File: src/rtl/dsp_pkg.sv
// Package: shared helpers for the dispatch slot controller.
// Assumes widths are small positive integers.
package dsp_pkg;

    // Pick the effective dispatch width, falling back to the issue width on zero.
    function automatic int unsigned eff_width(input int unsigned dw, input int unsigned iw);
        return (dw == 0) ? iw : dw;
    endfunction

endpackage

File: src/rtl/dsp_lane.sv
// Module: dsp_lane
// Decides for one lane whether its instruction may dispatch this cycle,
// given the slots left by older lanes. Purely combinational.
// Assumes UOP_W can hold EFF_W.
module dsp_lane #(
    parameter int unsigned EFF_W  = 4,
    parameter int unsigned UOP_W  = 4,
    parameter int unsigned SLOT_W = 3
) (
    input  logic              go_in,
    input  logic              blocked,
    input  logic [SLOT_W-1:0] avail_in,
    input  logic              valid,
    input  logic [UOP_W-1:0]  uops,
    input  logic              bgn,
    input  logic              endg,
    input  logic              rob_ok,
    input  logic              regs_ok,
    input  logic              nxt_rdy,
    output logic              ready,
    output logic              accept,
    output logic [SLOT_W-1:0] avail_out,
    output logic [SLOT_W-1:0] slots_used,
    output logic [UOP_W-1:0]  excess,
    output logic              short_rob,
    output logic              short_regs
);
    localparam logic [UOP_W-1:0]  W_U = UOP_W'(EFF_W);
    localparam logic [SLOT_W-1:0] W_S = SLOT_W'(EFF_W);

    logic              wide;
    logic [SLOT_W-1:0] req;
    logic              slots_fit;
    logic              group_ok;
    logic              considered;

    // Slots this instruction needs: its count, capped at the width.
    always_comb begin
        wide = (uops > W_U);
        req  = wide ? W_S : SLOT_W'(uops);
    end

    // Slot and grouping checks, independent of the handshake inputs.
    always_comb begin
        slots_fit  = (req <= avail_in);
        group_ok   = !bgn || (avail_in == W_S);
        considered = go_in && !blocked && slots_fit && group_ok;
    end

    // Readiness and acceptance including the three handshake inputs.
    always_comb begin
        ready  = considered && rob_ok && regs_ok && nxt_rdy;
        accept = valid && ready;
    end

    // Slot budget handed to the next lane and this lane's contribution.
    always_comb begin
        if (accept) begin
            avail_out  = endg ? '0 : (avail_in - req);
            slots_used = req;
            excess     = wide ? (uops - W_U) : '0;
        end else begin
            avail_out  = avail_in;
            slots_used = '0;
            excess     = '0;
        end
    end

    // Shortage indications for a lane that would otherwise have been checked.
    always_comb begin
        short_rob  = valid && considered && !rob_ok;
        short_regs = valid && considered && !regs_ok;
    end

endmodule

File: src/rtl/dsp_carry.sv
// Module: dsp_carry
// Holds the carry-over micro-op count of an over-wide instruction and
// derives the slots left at the start of each cycle.
// Assumes at most one over-wide instruction enters per cycle, and only when carry is zero.
module dsp_carry #(
    parameter int unsigned EFF_W  = 4,
    parameter int unsigned UOP_W  = 4,
    parameter int unsigned SLOT_W = 3
) (
    input  logic              clk,
    input  logic              rst_n,
    input  logic [UOP_W-1:0]  excess_in,
    output logic [UOP_W-1:0]  carry_level,
    output logic [SLOT_W-1:0] avail_start,
    output logic [SLOT_W-1:0] drained,
    output logic              drain_valid,
    output logic              block
);
    localparam logic [UOP_W-1:0]  W_U = UOP_W'(EFF_W);
    localparam logic [SLOT_W-1:0] W_S = SLOT_W'(EFF_W);

    logic [UOP_W-1:0] carry_q;
    logic [UOP_W-1:0] carry_d;

    // Slots free at cycle start after draining carry-over.
    always_comb begin
        if (carry_q == '0) begin
            avail_start = W_S;
        end else if (carry_q >= W_U) begin
            avail_start = '0;
        end else begin
            avail_start = W_S - SLOT_W'(carry_q);
        end
        drained     = W_S - avail_start;
        drain_valid = (carry_q != '0);
        block       = (carry_q > W_U);
    end

    // Next carry level: drained part removed, new excess added.
    always_comb begin
        carry_d = carry_q - UOP_W'(drained) + excess_in;
    end

    // Carry register with synchronous active-low reset.
    always_ff @(posedge clk) begin
        if (!rst_n) begin
            carry_q <= '0;
        end else begin
            carry_q <= carry_d;
        end
    end

    assign carry_level = carry_q;

endmodule

File: src/rtl/dsp_stall.sv
// Module: dsp_stall
// Registers the per-cycle shortage indications into stall flags.
// Assumes the lane shortage vectors are already qualified by validity.
module dsp_stall #(
    parameter int unsigned LANES = 4
) (
    input  logic             clk,
    input  logic             rst_n,
    input  logic [LANES-1:0] short_rob,
    input  logic [LANES-1:0] short_regs,
    output logic             stall_rob,
    output logic             stall_regs
);
    // Capture any shortage of this cycle for the next cycle.
    always_ff @(posedge clk) begin
        if (!rst_n) begin
            stall_rob  <= 1'b0;
            stall_regs <= 1'b0;
        end else begin
            stall_rob  <= |short_rob;
            stall_regs <= |short_regs;
        end
    end

endmodule

File: src/rtl/uop_dispatch_ctrl.sv
// Module: uop_dispatch_ctrl
// Top of the dispatch slot controller: chains the lane deciders in program
// order, drains carry-over, sums the dispatched micro-ops and registers stalls.
// Assumes lane 0 is the oldest instruction and descriptors are held until taken.
module uop_dispatch_ctrl #(
    parameter int unsigned DISPATCH_WIDTH = 4,
    parameter int unsigned ISSUE_WIDTH    = 4,
    parameter int unsigned LANES          = 4,
    parameter int unsigned UOP_W          = 4,
    localparam int unsigned EFF_W  = dsp_pkg::eff_width(DISPATCH_WIDTH, ISSUE_WIDTH),
    localparam int unsigned SLOT_W = $clog2(EFF_W + 1),
    localparam int unsigned SUM_W  = $clog2(LANES * EFF_W + 1)
) (
    input  logic                   clk,
    input  logic                   rst_n,
    input  logic [LANES-1:0]       in_valid,
    input  logic [LANES*UOP_W-1:0] in_uops,
    input  logic [LANES-1:0]       in_bgn,
    input  logic [LANES-1:0]       in_end,
    input  logic [LANES-1:0]       rob_ok,
    input  logic [LANES-1:0]       regs_ok,
    input  logic [LANES-1:0]       nxt_rdy,
    output logic [LANES-1:0]       lane_rdy,
    output logic                   disp_valid,
    output logic [SUM_W-1:0]       disp_uops,
    output logic                   carry_valid,
    output logic [SLOT_W-1:0]      carry_uops,
    output logic                   stall_rob,
    output logic                   stall_regs
);
    logic [SLOT_W-1:0] avail_chain [LANES+1];
    logic              go_chain    [LANES+1];
    logic [SLOT_W-1:0] used_l      [LANES];
    logic [UOP_W-1:0]  excess_l    [LANES];
    logic [LANES-1:0]  accept_l;
    logic [LANES-1:0]  short_rob_l;
    logic [LANES-1:0]  short_regs_l;
    logic [UOP_W-1:0]  excess_sum;
    logic [UOP_W-1:0]  carry_level;
    logic [SLOT_W-1:0] slots_start;
    logic              carry_block;

    dsp_carry #(
        .EFF_W (EFF_W),
        .UOP_W (UOP_W),
        .SLOT_W(SLOT_W)
    ) u_carry (
        .clk        (clk),
        .rst_n      (rst_n),
        .excess_in  (excess_sum),
        .carry_level(carry_level),
        .avail_start(slots_start),
        .drained    (carry_uops),
        .drain_valid(carry_valid),
        .block      (carry_block)
    );

    assign avail_chain[0] = slots_start;
    assign go_chain[0]    = 1'b1;

    // One decider per lane, each fed the budget left by the older lanes.
    for (genvar i = 0; i < LANES; i++) begin : g_lane
        dsp_lane #(
            .EFF_W (EFF_W),
            .UOP_W (UOP_W),
            .SLOT_W(SLOT_W)
        ) u_lane (
            .go_in     (go_chain[i]),
            .blocked   (carry_block),
            .avail_in  (avail_chain[i]),
            .valid     (in_valid[i]),
            .uops      (in_uops[i*UOP_W +: UOP_W]),
            .bgn       (in_bgn[i]),
            .endg      (in_end[i]),
            .rob_ok    (rob_ok[i]),
            .regs_ok   (regs_ok[i]),
            .nxt_rdy   (nxt_rdy[i]),
            .ready     (lane_rdy[i]),
            .accept    (accept_l[i]),
            .avail_out (avail_chain[i+1]),
            .slots_used(used_l[i]),
            .excess    (excess_l[i]),
            .short_rob (short_rob_l[i]),
            .short_regs(short_regs_l[i])
        );
        assign go_chain[i+1] = accept_l[i];
    end

    // Dispatch report and new carry-over summed across the lanes.
    always_comb begin
        disp_uops  = '0;
        excess_sum = '0;
        for (int i = 0; i < LANES; i++) begin
            disp_uops  = disp_uops + SUM_W'(used_l[i]);
            excess_sum = excess_sum + excess_l[i];
        end
        disp_valid = |accept_l;
    end

    dsp_stall #(
        .LANES(LANES)
    ) u_stall (
        .clk       (clk),
        .rst_n     (rst_n),
        .short_rob (short_rob_l),
        .short_regs(short_regs_l),
        .stall_rob (stall_rob),
        .stall_regs(stall_regs)
    );

endmodule

File: config.mk
export PLATFORM = sky130hd
export DESIGN_NAME = uop_dispatch_ctrl
export DESIGN_NICKNAME = d
export VERILOG_FILES = /design/src/rtl/dsp_pkg.sv /design/src/rtl/dsp_lane.sv /design/src/rtl/dsp_carry.sv /design/src/rtl/dsp_stall.sv /design/src/rtl/uop_dispatch_ctrl.sv
export SDC_FILE = /design/constraint.sdc
export NUM_CORES = 1
export LEC_CHECK = 0
export ABC_AREA = 1
export BUFFER_PORTS_ARGS = -buffer_cell sky130_fd_sc_hd__buf_2
export CAP_MARGIN = 20
export CELL_PAD_IN_SITES_DETAIL_PLACEMENT = 2
export CELL_PAD_IN_SITES_GLOBAL_PLACEMENT = 2
export CORE_UTILIZATION = 28
export DETAILED_ROUTE_END_ITERATION = 7
export PLACE_DENSITY_LB_ADDON = 0.3
export SYNTH_ARGS = -nofsm -noshare
export SYNTH_HDL_FRONTEND = slang
export SYNTH_SLANG_ARGS = --single-unit
File: constraint.sdc
create_clock -name clk -period 15.9 [get_ports clk]
set_input_delay 3.975 -clock clk [delete_from_list [all_inputs] [get_ports clk]]
set_output_delay 3.975 -clock clk [all_outputs]
set_load 0.005 [all_outputs]
==> qor.txt, run 1 <==
Run status = finished, final reports clean
Power Total = 0.0001780 W
Global route overflow = 0
Clock-pin slew of the registers on the worst-case setup and hold paths = 0.04 ns
Most frequent cells after synthesis = sky130_fd_sc_hd__inv_1 (71), sky130_fd_sc_hd__nand2_1 (46), sky130_fd_sc_hd__nor2_1 (36)
Number of flops mapped to enable cells by yosys = 0
Wire length of the first global-routing pass = 10.15 mm
Core Footprint = 6794 sq um
Required arrival time at the worst endpoint = 11.93 ns
# Max-Cap Violations = 0
Number of buffers on the longest clock path = 2
Gate count after technology mapping = 288
TritonRoute pass-1 iters = 4
Sum of net half-perimeters after detailed placement = 5.486 mm
Setup violation total in the final timing report = 0
Top post-synthesis cells by area = sky130_fd_sc_hd__fa_1 (19%), sky130_fd_sc_hd__inv_1 (13%), sky130_fd_sc_hd__ha_1 (13%)
Post-synthesis to final-layout area growth = 20.80%
Layout Cell Area excl Fill = 2391 sq um
Starting density of the core = 29.13%
Critical path's largest stage delay = 0.44 ns
Total Neg Setup Slack = 0 ns
Die height = 86.08 microns
Final clock period utilization by the worst path = 92.63%
Share of cells above drive strength 1 = 26.82%
Avg Synthesized Cell Area = 6.873 sq um
Portion of synthesized cell area occupied by the leading cell type = 19.22%
Post-synthesis net count = 370
Pin count of the biggest net entering global routing = 8
Vias after detailed routing = 1979
Most used DFF post-synth = sky130_fd_sc_hd__dfxtp_1
Launch point of the worst hold path = u_carry.carry_level[0]
Rel. slew slack = 76.36%
CTS tree = done
Library cell appearing most often on the critical path = sky130_fd_sc_hd__inv_1
Number of cell instances on the worst register-to-register path = 46
Routed wire length per instance = 13.36 microns
Global Route Usage Sum = 17.57%
Worst R2R Setup Slack = 7.44 ns
Crit path DAT = 10.75 ns
Ports placed on the boundary = 58
Skew final = 0.004793 ns
Number of gates resized after cts = 0
Shortest period the worst path allows = 14.73 ns
Slew at the pin closest to its max-slew limit = 0.3533 ns
Number of remaining DRC errors = 0
Die outline area = 7410 sq um
#FFs+latches synth = 6
Placed cell area = 2350 sq um
Sequential element share of the synthesized area = 6.068%
Worst Setup Slack post-DPL = 1.083 ns
Iter 0 DRT Violations = 39
Cell with the biggest individual delay on the critical path = sky130_fd_sc_hd__fa_1
Library cells used by synthesis = 32
Worst min-delay path endpoint = u_carry.carry_level[0]
Warnings, synthesis = 0
Max-slew violation count = 0
Static leakage = 1.378 nW
Non-filler cells, final = 439
Final Routed Wirelength = 5.866 mm
CTS Root Buffer Type = sky130_fd_sc_hd__clkbuf_8
Setup repair after global routing missed its margin = no
Most repeated cell in the gate-level netlist after synthesis = sky130_fd_sc_hd__inv_1
Peak fanout along the critical path = 6
Site Rows = 30
Post CTS Setup Buffer Count = 0
H-tree lvl count = 1
Power density relative to cell area = 74.45 nW/um^2
Number of input and output port buffers inserted = 56
Chip width = 86.08 microns
Clock insertion delay at the later pin of the skew report = 0.23 ns
Final-report hold violation count = 0
TritonCTS buffer count = 3
Sinks on Clock Net = 6
Maximum ir drop on the vdd rail = 0.02643 mV
Antenna violations before repair = 0
Asr flop ratio synth = 0%
Crit path setup slack, layout = 1.171 ns
Via count of the first global-routing pass = 2202
Fin nets = 427
Antenna diode count = 0
End of the worst register-to-register path = u_carry.carry_level[3]
Instance count along the most critical hold path = 3
Category of the most critical setup path = input pin to output port
Number of buffers added to fix hold violations after cts = 0
Sort of element at the start of the critical path = input pin
Achievable clock frequency = 67.90 MHz
Cell taking the most area after synthesis = sky130_fd_sc_hd__fa_1
Placer congestion estimate = 0.8222
Post-DRT Antenna Nets = 0
Launching point of the worst reg2reg path = u_carry.carry_level[1]
Path type of the worst min-delay path = register to register
Synth Cell Area = 1979 sq um
Critical Path End Type = output port
Average vias per placed instance = 4.508
Placed cell count = 436
worst max path at each step:
stage / endpoint / depth (start not counted) / start / slack, ns
2_1_floorplan: disp_uops[2] / 41 / in_uops[2] / 2.16
3_3_place_gp: disp_uops[2] / 43 / in_uops[2] / 1.26
3_5_place_dp: disp_uops[2] / 43 / in_uops[2] / 1.08
4_1_cts: disp_uops[2] / 43 / in_uops[2] / 1.05
5_1_grt: disp_uops[3] / 43 / in_uops[2] / 0.43
6_report: disp_uops[3] / 43 / in_uops[2] / 1.17
through the flow:
step	hold WS (ns)	util, %
after floorplan	0.6196	-
after global placement	0.6588	34.59
after detailed placement	0.6686	34.59
after CTS	0.6798	35.19
after global routing	0.7295	35.19
final	0.6668	35.19
kinds of logic after synthesis:
family | synth area share, %
and+or+nand+nor | 34.83
buffers and inverters | 15.74
adders and majority gates | 32.49
AOI/OAI and AO/OA | 7.776
xor gates and xnor gates | 3.097
DFF | 6.069
power breakdown:
| part | switching [W] | internal [W] | leakage, nW |
|---|---|---|---|
| combinational | 0.0000800 | 0.0000532 | 1.31 |
| sequential | 0.00000281 | 0.0000181 | 0.0490 |
| clock | 0.00000757 | 0.0000164 | 0.0216 |
registers in the layout, summed over array words and instances (netlist names):
name,count
u_carry.carry_level,4
u_stall.stall_rob,1
u_stall.stall_regs,1
cells in the final DEF (no fill, tap or decap), types with 2 or more instances in the layout:
| cell | n |
|---|---|
| sky130_fd_sc_hd__or2_2 | 2 |
| sky130_fd_sc_hd__nand3_2 | 5 |
| sky130_fd_sc_hd__nand2_2 | 8 |
| sky130_fd_sc_hd__inv_2 | 3 |
| sky130_fd_sc_hd__xor2_1 | 3 |
| sky130_fd_sc_hd__o31a_1 | 2 |
| sky130_fd_sc_hd__nand3_1 | 21 |
| sky130_fd_sc_hd__xnor2_1 | 4 |
| sky130_fd_sc_hd__o21ai_0 | 4 |
| sky130_fd_sc_hd__nand2_4 | 2 |
| sky130_fd_sc_hd__nor2_1 | 36 |
| sky130_fd_sc_hd__o21ai_2 | 2 |
| sky130_fd_sc_hd__ha_1 | 21 |
| sky130_fd_sc_hd__o22ai_1 | 2 |
| sky130_fd_sc_hd__buf_2 | 56 |
| sky130_fd_sc_hd__nand4_4 | 2 |
| sky130_fd_sc_hd__dfxtp_1 | 6 |
| sky130_fd_sc_hd__clkbuf_8 | 3 |
| sky130_fd_sc_hd__a21oi_2 | 2 |
| sky130_fd_sc_hd__nor2_4 | 3 |
| sky130_fd_sc_hd__a21oi_1 | 7 |
| sky130_fd_sc_hd__nand4_2 | 2 |
| sky130_fd_sc_hd__fa_1 | 19 |
| sky130_fd_sc_hd__nand4_1 | 4 |
| sky130_fd_sc_hd__inv_1 | 71 |
| sky130_fd_sc_hd__nand2_1 | 46 |
final cells by class:
| class | count | area, sq um |
|---|---|---|
| timing repair buffer | 56 | 280.3 |
| clock buffer | 3 | 41.29 |
| tap | 96 | 120.1 |
| multi-input combinational | 203 | 1548 |
| sequential | 6 | 120.1 |
| fill | 843 | 4403 |
| inverter | 75 | 281.5 |
per-layer routing:
| layer | share of wire, % | global-route usage (%) | wire [microns] |
|---|---|---|---|
| met2 | 53 | 33.62 | 3084 |
| met5 | 0 | 0 | 0 |
| met1 | 43 | 20.98 | 2551 |
| met4 | 0.36 | 1.061 | 21 |
| met3 | 3.6 | 3.465 | 210 |
critical path: cells and delay by family:
family / cells / cell delay [ns]
adders and majority gates: 8 / 2.51
and+or+nand+nor: 16 / 2.03
AOI/OAI and AO/OA: 7 / 1.06
buffers and inverters: 11 / 1.01
xor gates and xnor gates: 1 / 0.13
Note: power is estimated with default switching activity, not from simulation.
==> run 2, diff against run 1 <==
--- a/config.mk
+++ b/config.mk
@@ -5,12 +5,12 @@
 export SDC_FILE = /design/constraint.sdc
 export NUM_CORES = 1
 export LEC_CHECK = 0
-export ABC_AREA = 1
 export BUFFER_PORTS_ARGS = -buffer_cell sky130_fd_sc_hd__buf_2
 export CAP_MARGIN = 20
 export CELL_PAD_IN_SITES_DETAIL_PLACEMENT = 2
 export CELL_PAD_IN_SITES_GLOBAL_PLACEMENT = 2
-export CORE_UTILIZATION = 28
+export CORE_UTILIZATION = 31
+export CTS_CLUSTER_SIZE = 12
 export DETAILED_ROUTE_END_ITERATION = 7
 export PLACE_DENSITY_LB_ADDON = 0.3
 export SYNTH_ARGS = -nofsm -noshare
==> run 2 against run 1 <==
  * Synthesized cell count rose by 4.5%
  * Critical endpoint is now disp_uops[2]
  * Clock skew down 0.00084 ns
  * Sequential cell count unchanged
  * Utilization up 3.8 points
  * Via count rose by 22%
  * Synthesized area grew 18%
  * Sequential share of layout area decreased by 0.77 points
  * Die area up 6.3%
==> qor.txt, run 2 <==
Die height = 88.74 microns (was 86.08 microns)
Via count of the first global-routing pass = 2679 (was 2202)
Most repeated cell in the gate-level netlist after synthesis = sky130_fd_sc_hd__inv_1 (unchanged)
CTS tree = done (unchanged)
Placer congestion estimate = 0.8695 (was 0.8222)
Average vias per placed instance = 5.267 (was 4.508)
Antenna diode count = 0 (unchanged)
Proportion of synthesized area in mux cells = 0.4292% (was 0%)
Portion of total power attributed to combinational logic = 80.1% (was 74.8%)
Clock insertion delay at the later pin of the skew report = 0.22 ns (was 0.23 ns)
TritonCTS buffer count = 3 (unchanged)
Commonest non-fill, non-tap cells in the layout = sky130_fd_sc_hd__buf_2 (56), sky130_fd_sc_hd__inv_1 (38), sky130_fd_sc_hd__nand2_1 (26), sky130_fd_sc_hd__nor2_1 (24), sky130_fd_sc_hd__ha_1 (21) (was sky130_fd_sc_hd__inv_1 (71), sky130_fd_sc_hd__buf_2 (56), sky130_fd_sc_hd__nand2_1 (46), sky130_fd_sc_hd__nor2_1 (36))
Required arrival time at the worst endpoint = 11.93 ns (about the same)
Asr flop ratio synth = 0% (unchanged)
CP Launch Point = in_uops[2] (unchanged)
Routed wire length per instance = 18.15 microns (was 13.36 microns)
Avg Synthesized Cell Area = 7.748 sq um (was 6.873 sq um)
Site Rows = 31 (was 30)
Final core area utilization = 38.95% (was 35.19%)
Shortest period the worst path allows = 15.36 ns (was 14.73 ns)
Sort of element at the start of the critical path = input pin (unchanged)
Maximum ir drop on the vdd rail = 0.05311 mV (was 0.02643 mV)
Core Footprint = 7253 sq um (was 6794 sq um)
Top post-synthesis cells by area = sky130_fd_sc_hd__fa_1 (16%), sky130_fd_sc_hd__ha_1 (11%), sky130_fd_sc_hd__inv_1 (6.3%) (was sky130_fd_sc_hd__fa_1 (19%), sky130_fd_sc_hd__inv_1 (13%), sky130_fd_sc_hd__ha_1 (13%))
Pin count of the biggest net entering global routing = 11 (was 8)
Cell with the biggest individual delay on the critical path = sky130_fd_sc_hd__fa_1 (unchanged)
Total Neg Setup Slack = 0 ns (unchanged)
TritonRoute pass-1 iters = 4 (unchanged)
Run status = finished, final reports clean (unchanged)
Crit path DAT = 11.38 ns (was 10.75 ns)
Cell internal power dissipation = 0.0001150 W (was 0.00008758 W)
Final Routed Wirelength = 8.349 mm (was 5.866 mm)
Setup violation total in the final timing report = 0 (unchanged)
Sequential element share of the synthesized area = 5.150% (was 6.068%)
Post-synthesis net count = 383 (was 370)
Global Route Usage Sum = 22.15% (was 17.57%)
Critical path's largest stage delay = 0.49 ns (was 0.44 ns)
Share of the synthesized netlist area taken by xor and xnor gates = 4.882% (was 3.097%)
Iter 0 DRT Violations = 54 (was 39)
Global route overflow = 0 (unchanged)
#FFs+latches synth = 6 (unchanged)
Achievable clock frequency = 65.12 MHz (was 67.90 MHz)
Number of remaining DRC errors = 0 (unchanged)
Relative contribution of the clock network to total power = 9.9% (was 13.4%)
Gate count after technology mapping = 301 (was 288)
Most used DFF post-synth = sky130_fd_sc_hd__dfxtp_1 (unchanged)
Slew at the pin closest to its max-slew limit = 0.7251 ns (was 0.3533 ns)
Main combinational cell family by area after synthesis = simple AND/OR/NAND/NOR gates (unchanged)
Area fraction in compound gates after synthesis = 19.31% (was 7.775%)
H-tree lvl count = 1 (unchanged)
Ports placed on the boundary = 58 (unchanged)
Sum of net half-perimeters after detailed placement = 7.433 mm (was 5.486 mm)
Library cell appearing most often on the critical path = sky130_fd_sc_hd__ha_1 (was sky130_fd_sc_hd__inv_1)
Post-synthesis to final-layout area growth = 21.14% (was 20.80%)
Flip-flop count of the largest register, all copies and words added = 4 (unchanged)
Path type of the worst min-delay path = register to register (unchanged)
Peak fanout along the critical path = 5 (was 6)
Clock-pin slew of the registers on the worst-case setup and hold paths = 0.04 ns (about the same)
Chip width = 88.74 microns (was 86.08 microns)
Final-report hold violation count = 0 (unchanged)
Critical Path End Type = output port (unchanged)
Die outline area = 7874 sq um (was 7410 sq um)
Launch point of the worst hold path = u_carry.carry_level[0] (unchanged)
Portion of synthesized cell area occupied by the leading cell type = 16.31% (was 19.22%)
Area share of fa/ha/maj cells after synthesis = 27.58% (was 32.49%)
Category of the most critical setup path = input pin to output port (unchanged)
Power density relative to cell area = 82.23 nW/um^2 (was 74.45 nW/um^2)
Sequential Power Share = 9.9% (was 11.7%)
Fin nets = 445 (was 427)
Fill count = 905 (was 843)
Post-DRT Antenna Nets = 0 (unchanged)
Cell taking the most area after synthesis = sky130_fd_sc_hd__fa_1 (unchanged)
Library cells used by synthesis = 59 (was 32)
Synth Cell Area = 2332 sq um (was 1979 sq um)
Number of input and output port buffers inserted = 56 (unchanged)
Most frequent cells after synthesis = sky130_fd_sc_hd__inv_1 (39), sky130_fd_sc_hd__nand2_1 (26), sky130_fd_sc_hd__nor2_1 (25) (was sky130_fd_sc_hd__inv_1 (71), sky130_fd_sc_hd__nand2_1 (46), sky130_fd_sc_hd__nor2_1 (36))
Skew final = 0.003951 ns (was 0.004793 ns)
Most frequent standard cell in the layout excluding fill and tap cells = sky130_fd_sc_hd__buf_2 (was sky130_fd_sc_hd__inv_1)
Net switching fraction of the power = 50.50% (was 50.80%)
Number of flops mapped to enable cells by yosys = 0 (unchanged)
Setup repair after global routing missed its margin = no (unchanged)
# Max-Cap Violations = 0 (unchanged)
Max-slew violation count = 0 (unchanged)
Area of the multi-input gates = 2023 sq um (was 1548 sq um)
Simple-gate area share of the yosys netlist = 33.26% (was 34.83%)
Static leakage = 1.296 nW (was 1.378 nW)
Storage cell area = 120.1 sq um (unchanged)
Number of buffers on the longest clock path = 2 (unchanged)
Antenna violations before repair = 0 (unchanged)
Vias after detailed routing = 2423 (was 1979)
Sinks on Clock Net = 6 (unchanged)
Starting density of the core = 32.15% (was 29.13%)
CTS Root Buffer Type = sky130_fd_sc_hd__clkbuf_8 (unchanged)
Final clock period utilization by the worst path = 96.58% (was 92.63%)
Warnings, synthesis = 0 (unchanged)
Launching point of the worst reg2reg path = u_carry.carry_level[0] (was u_carry.carry_level[1])
Wire length of the first global-routing pass = 13.13 mm (was 10.15 mm)
Share of cells above drive strength 1 = 27.42% (was 26.82%)
Rel. slew slack = 51.03% (was 76.36%)
Net switching power = 0.0001173 W (was 0.00009043 W)
[run 2: routing by layer]
| layer | routed length, microns | global-route usage [%] |
|---|---|---|
| met4 | 104 | 3.812 |
| met2 | 4426 | 42.10 |
| met3 | 335 | 3.265 |
| met5 | 0 | 0 |
| met1 | 3482 | 26.46 |
[run 2: power groups by stage]
| stage | clock network (W) | registers (W) | logic (W) |
|---|---|---|---|
| detailed placement | 0 | 0.0000234 | 0.000183 |
| finish | 0.0000231 | 0.0000231 | 0.000186 |
| CTS | 0.0000242 | 0.0000232 | 0.000184 |
| global route | 0.0000256 | 0.0000235 | 0.000206 |
| global placement | 0 | 0.0000233 | 0.000176 |
| floorplan | 0 | 0.0000199 | 0.000132 |
[run 2: cells by family after synthesis]
group / Yosys count
xor gates and xnor gates: 13
and+or+nand+nor: 137
muxes: 1
DFF: 6
buffers and inverters: 50
AOI/OAI and AO/OA: 54
adders and majority gates: 40
[run 2: per-stage QoR]
stage	instance area [sq um]	worst slack, ns	total power, W	hold WS (ns)	cells
2_1_floorplan	2332	0.7671	0.0001523	0.6432	301
3_3_place_gp	2754	0.2359	0.0001990	0.6771	457
3_5_place_dp	2754	0.07738	0.0002066	0.6920	457
4_1_cts	2795	0.01230	0.0002317	0.6977	460
5_1_grt	2825	0.001705	0.0002549	0.7588	460
6_report	2825	0.5437	0.0002323	0.6861	460
[run 2: final timing paths]
| check | to | cells after the start | slack, ns |
|---|---|---|---|
| max | disp_uops[2] | 39 | 0.54 |
| min reg2reg | u_carry.carry_level[0] | 3 | 0.69 |
| min | u_carry.carry_level[0] | 3 | 0.69 |
| max reg2reg | u_carry.carry_level[3] | 49 | 5.25 |
[run 2: timing repair]
action	CTS	global route
resized for setup	0	9
hold buffers	0	0
buffers inserted	0	0
setup endpoints to repair	0	4
[run 2: area by class of cell]
type                            instances  area share [%]
Clock buffer                            3           1.461
Tap cell                               99           4.384
Timing Repair Buffer                   68           13.11
Multi-Input combinational cell        245           71.61
Inverter                               39           5.182
Sequential cell                         6           4.252
[run 2: worst max-delay path: cells and delay by family]
| kind | cells | cell delay (ns) |
|---|---|---|
| adders and majority gates | 8 | 2.67 |
| AOI/OAI and AO/OA | 6 | 0.95 |
| and+or+nand+nor | 17 | 2.96 |
| buffers and inverters | 7 | 0.63 |
| xor gates and xnor gates | 1 | 0.22 |
==> run 3, diff against run 2 <==
--- a/config.mk
+++ b/config.mk
@@ -12,7 +12,7 @@
 export CORE_UTILIZATION = 31
 export CTS_CLUSTER_SIZE = 12
 export DETAILED_ROUTE_END_ITERATION = 7
-export PLACE_DENSITY_LB_ADDON = 0.3
+export PLACE_DENSITY = 0.8
 export SYNTH_ARGS = -nofsm -noshare
 export SYNTH_HDL_FRONTEND = slang
 export SYNTH_SLANG_ARGS = --single-unit
==> run 3 against run 2 <==
  * Cell count is 0.43% lower
  * Wire length is 2.3% lower
  * Utilization is 0.31 points lower
  * Setup slack better by 0.10 ns
  * Clock skew hardly changed
  * Critical endpoint unchanged
  * Largest cell class unchanged
  * Highest routed layer unchanged
==> qor.txt, run 3 (synthesis gave the netlist of run 2 again) <==
Critical Path End Type = output port (unchanged)
Wire length of the first global-routing pass = 12.97 mm (was 13.13 mm)
Antenna violations before repair = 0 (unchanged)
Post-DRT Antenna Nets = 0 (unchanged)
Routed wire length per instance = 17.80 microns (was 18.15 microns)
Crit path setup slack, layout = 0.6434 ns (was 0.5437 ns)
TritonRoute pass-1 iters = 4 (unchanged)
Category of the most critical setup path = input pin to output port (unchanged)
Final core area utilization = 38.64% (was 38.95%)
Worst Setup Slack post-DPL = 0.2772 ns (was 0.07738 ns)
Setup violation total in the final timing report = 0 (unchanged)
Antenna diode count = 0 (unchanged)
Clock-pin slew of the registers on the worst-case setup and hold paths = 0.04 ns (about the same)
Post-synthesis to final-layout area growth = 20.17% (was 21.14%)
Setup repair after global routing missed its margin = no (unchanged)
Number of input and output port buffers inserted = 56 (unchanged)
Cell with the biggest individual delay on the critical path = sky130_fd_sc_hd__fa_1 (unchanged)
Run status = finished, final reports clean (unchanged)
Flip-flop count of the largest register, all copies and words added = 4 (unchanged)
Most utilized layer in the global route result = met2 (unchanged)
Maximum ir drop on the vdd rail = 0.06260 mV (was 0.05311 mV)
Met2 track utilization from global routing = 40.77% (was 42.10%)
Post CTS Setup Buffer Count = 0 (unchanged)
Skew final = 0.004200 ns (was 0.003951 ns)
Site Rows = 31 (unchanged)
Sum of net half-perimeters after detailed placement = 7.326 mm (was 7.433 mm)
Die outline area = 7874 sq um (unchanged)
Final-report hold violation count = 0 (unchanged)
Global routing met3 resource utilization = 3.078% (was 3.265%)
Slew at the pin closest to its max-slew limit = 0.8046 ns (was 0.7251 ns)
Total Neg Setup Slack = 0 ns (unchanged)
Average vias per placed instance = 5.312 (was 5.267)
Sinks on Clock Net = 6 (unchanged)
Starting density of the core = 32.15% (unchanged)
Number of cell instances on the worst register-to-register path = 51 (was 49)
Fin nets = 443 (was 445)
Number of buffers added to fix hold violations after cts = 0 (unchanged)
Chip width = 88.74 microns (unchanged)
# Max-Cap Violations = 0 (unchanged)
Final Routed Wirelength = 8.154 mm (was 8.349 mm)
Pin count of the biggest net entering global routing = 11 (unchanged)
TritonCTS buffer count = 3 (unchanged)
Commonest non-fill, non-tap cells in the layout = sky130_fd_sc_hd__buf_2 (56), sky130_fd_sc_hd__inv_1 (39), sky130_fd_sc_hd__nand2_1 (26), sky130_fd_sc_hd__nor2_1 (24), sky130_fd_sc_hd__ha_1 (21) (was sky130_fd_sc_hd__buf_2 (56), sky130_fd_sc_hd__inv_1 (38), sky130_fd_sc_hd__nand2_1 (26), sky130_fd_sc_hd__nor2_1 (24), sky130_fd_sc_hd__ha_1 (21))
Sort of element at the start of the critical path = input pin (unchanged)
Die height = 88.74 microns (unchanged)
Most frequent standard cell in the layout excluding fill and tap cells = sky130_fd_sc_hd__buf_2 (unchanged)
Iter 0 DRT Violations = 54 (unchanged)
Static leakage = 1.286 nW (was 1.296 nW)
Vias after detailed routing = 2433 (was 2423)
Required arrival time at the worst endpoint = 11.93 ns (about the same)
Share of cells above drive strength 1 = 26.18% (was 27.42%)
Global Route Usage Sum = 21.92% (was 22.15%)
Peak fanout along the critical path = 5 (unchanged)
Achievable clock frequency = 65.55 MHz (was 65.12 MHz)
Crit path DAT = 11.28 ns (was 11.38 ns)
Rel. slew slack = 45.95% (was 51.03%)
CTS Root Buffer Type = sky130_fd_sc_hd__clkbuf_8 (unchanged)
Instance count along the most critical hold path = 3 (unchanged)
Placed cell area = 2739 sq um (was 2754 sq um)
Global route overflow = 0 (unchanged)
Library cell appearing most often on the critical path = sky130_fd_sc_hd__ha_1 (unchanged)
Via count of the first global-routing pass = 2668 (was 2679)
CTS tree = done (unchanged)
Ports placed on the boundary = 58 (unchanged)
Layout Cell Area excl Fill = 2803 sq um (was 2825 sq um)
H-tree lvl count = 1 (unchanged)
Path type of the worst min-delay path = register to register (unchanged)
Core Footprint = 7253 sq um (unchanged)
Placer congestion estimate = 0.8888 (was 0.8695)
Met1 Use GR = 26.25% (was 26.46%)
Number of buffers on the longest clock path = 2 (unchanged)
Max-slew violation count = 0 (unchanged)
Critical path's largest stage delay = 0.48 ns (was 0.49 ns)
Number of remaining DRC errors = 0 (unchanged)
Power density relative to cell area = 83.06 nW/um^2 (was 82.23 nW/um^2)
Clock insertion delay at the later pin of the skew report = 0.22 ns (about the same)
Shortest period the worst path allows = 15.26 ns (was 15.36 ns)
Final clock period utilization by the worst path = 95.95% (was 96.58%)
[run 3: changes by cell type in the layout (fill, tap and decap cells not counted)]
cell | previous run | this run
sky130_fd_sc_hd__a21oi_1 | 4 | 6
sky130_fd_sc_hd__a21oi_2 | 3 | 1
sky130_fd_sc_hd__buf_4 | 12 | 10
sky130_fd_sc_hd__inv_1 | 38 | 39
sky130_fd_sc_hd__inv_2 | 1 | 0
sky130_fd_sc_hd__o21ai_0 | 10 | 11
sky130_fd_sc_hd__o21ai_1 | 1 | 0
[run 3: stage by stage]
| step | instances | power (W) | hold WS (ns) |
|---|---|---|---|
| floorplan | 301 | 0.0001523 | 0.6432 |
| global placement | 455 | 0.0001979 | 0.6755 |
| detailed placement | 455 | 0.0002080 | 0.6945 |
| CTS | 458 | 0.0002336 | 0.7019 |
| global route | 458 | 0.0002539 | 0.7644 |
| finish | 458 | 0.0002328 | 0.6879 |
[run 3: timing repair]
action | 4_1_cts | 5_1_grt
endpoints found under the setup margin | 0 | 3
gates resized for setup | 0 | 5
hold endpoints to repair | 0 | 0
[run 3: path summary, 6_finish.rpt]
path | start | end | slack (ns)
min reg2reg | u_carry.carry_level[0] | u_carry.carry_level[0] | 0.69
max | in_uops[2] | disp_uops[2] | 0.64
max reg2reg | u_carry.carry_level[0] | u_carry.carry_level[3] | 5.27
min | u_carry.carry_level[0] | u_carry.carry_level[0] | 0.69
[run 3: where the power goes]
group / switching [W] / leakage [nW] / internal [W]
clock network: 0.00000658 / 0.0216 / 0.0000163
registers: 0.00000522 / 0.0490 / 0.0000180
logic: 0.000106 / 1.22 / 0.0000807
[run 3: routing by layer]
layer | part of all wire [%] | vias to the layer above
met5 | 0 | -
met4 | 2.2 | 0
met3 | 2.9 | 14
met2 | 52 | 48
met1 | 43 | 1201
li1 | - | 1170
[run 3: critical path: cells and delay by family]
family / cells / cell delay (ns)
buf+inv: 6 / 0.57
simple gates: 18 / 2.77
compound gates: 9 / 1.75
fa+ha+maj: 7 / 2.21
[run 3: cell type report]
| type | count | area, sq um |
|---|---|---|
| fillers | 887 | 4451 |
| multi-input cells | 245 | 2016 |
| repair buffers | 66 | 355.3 |
| inverters | 39 | 146.4 |
| well taps | 99 | 123.9 |
| flip-flops and latches | 6 | 120.1 |
| clock buffers | 3 | 41.29 |
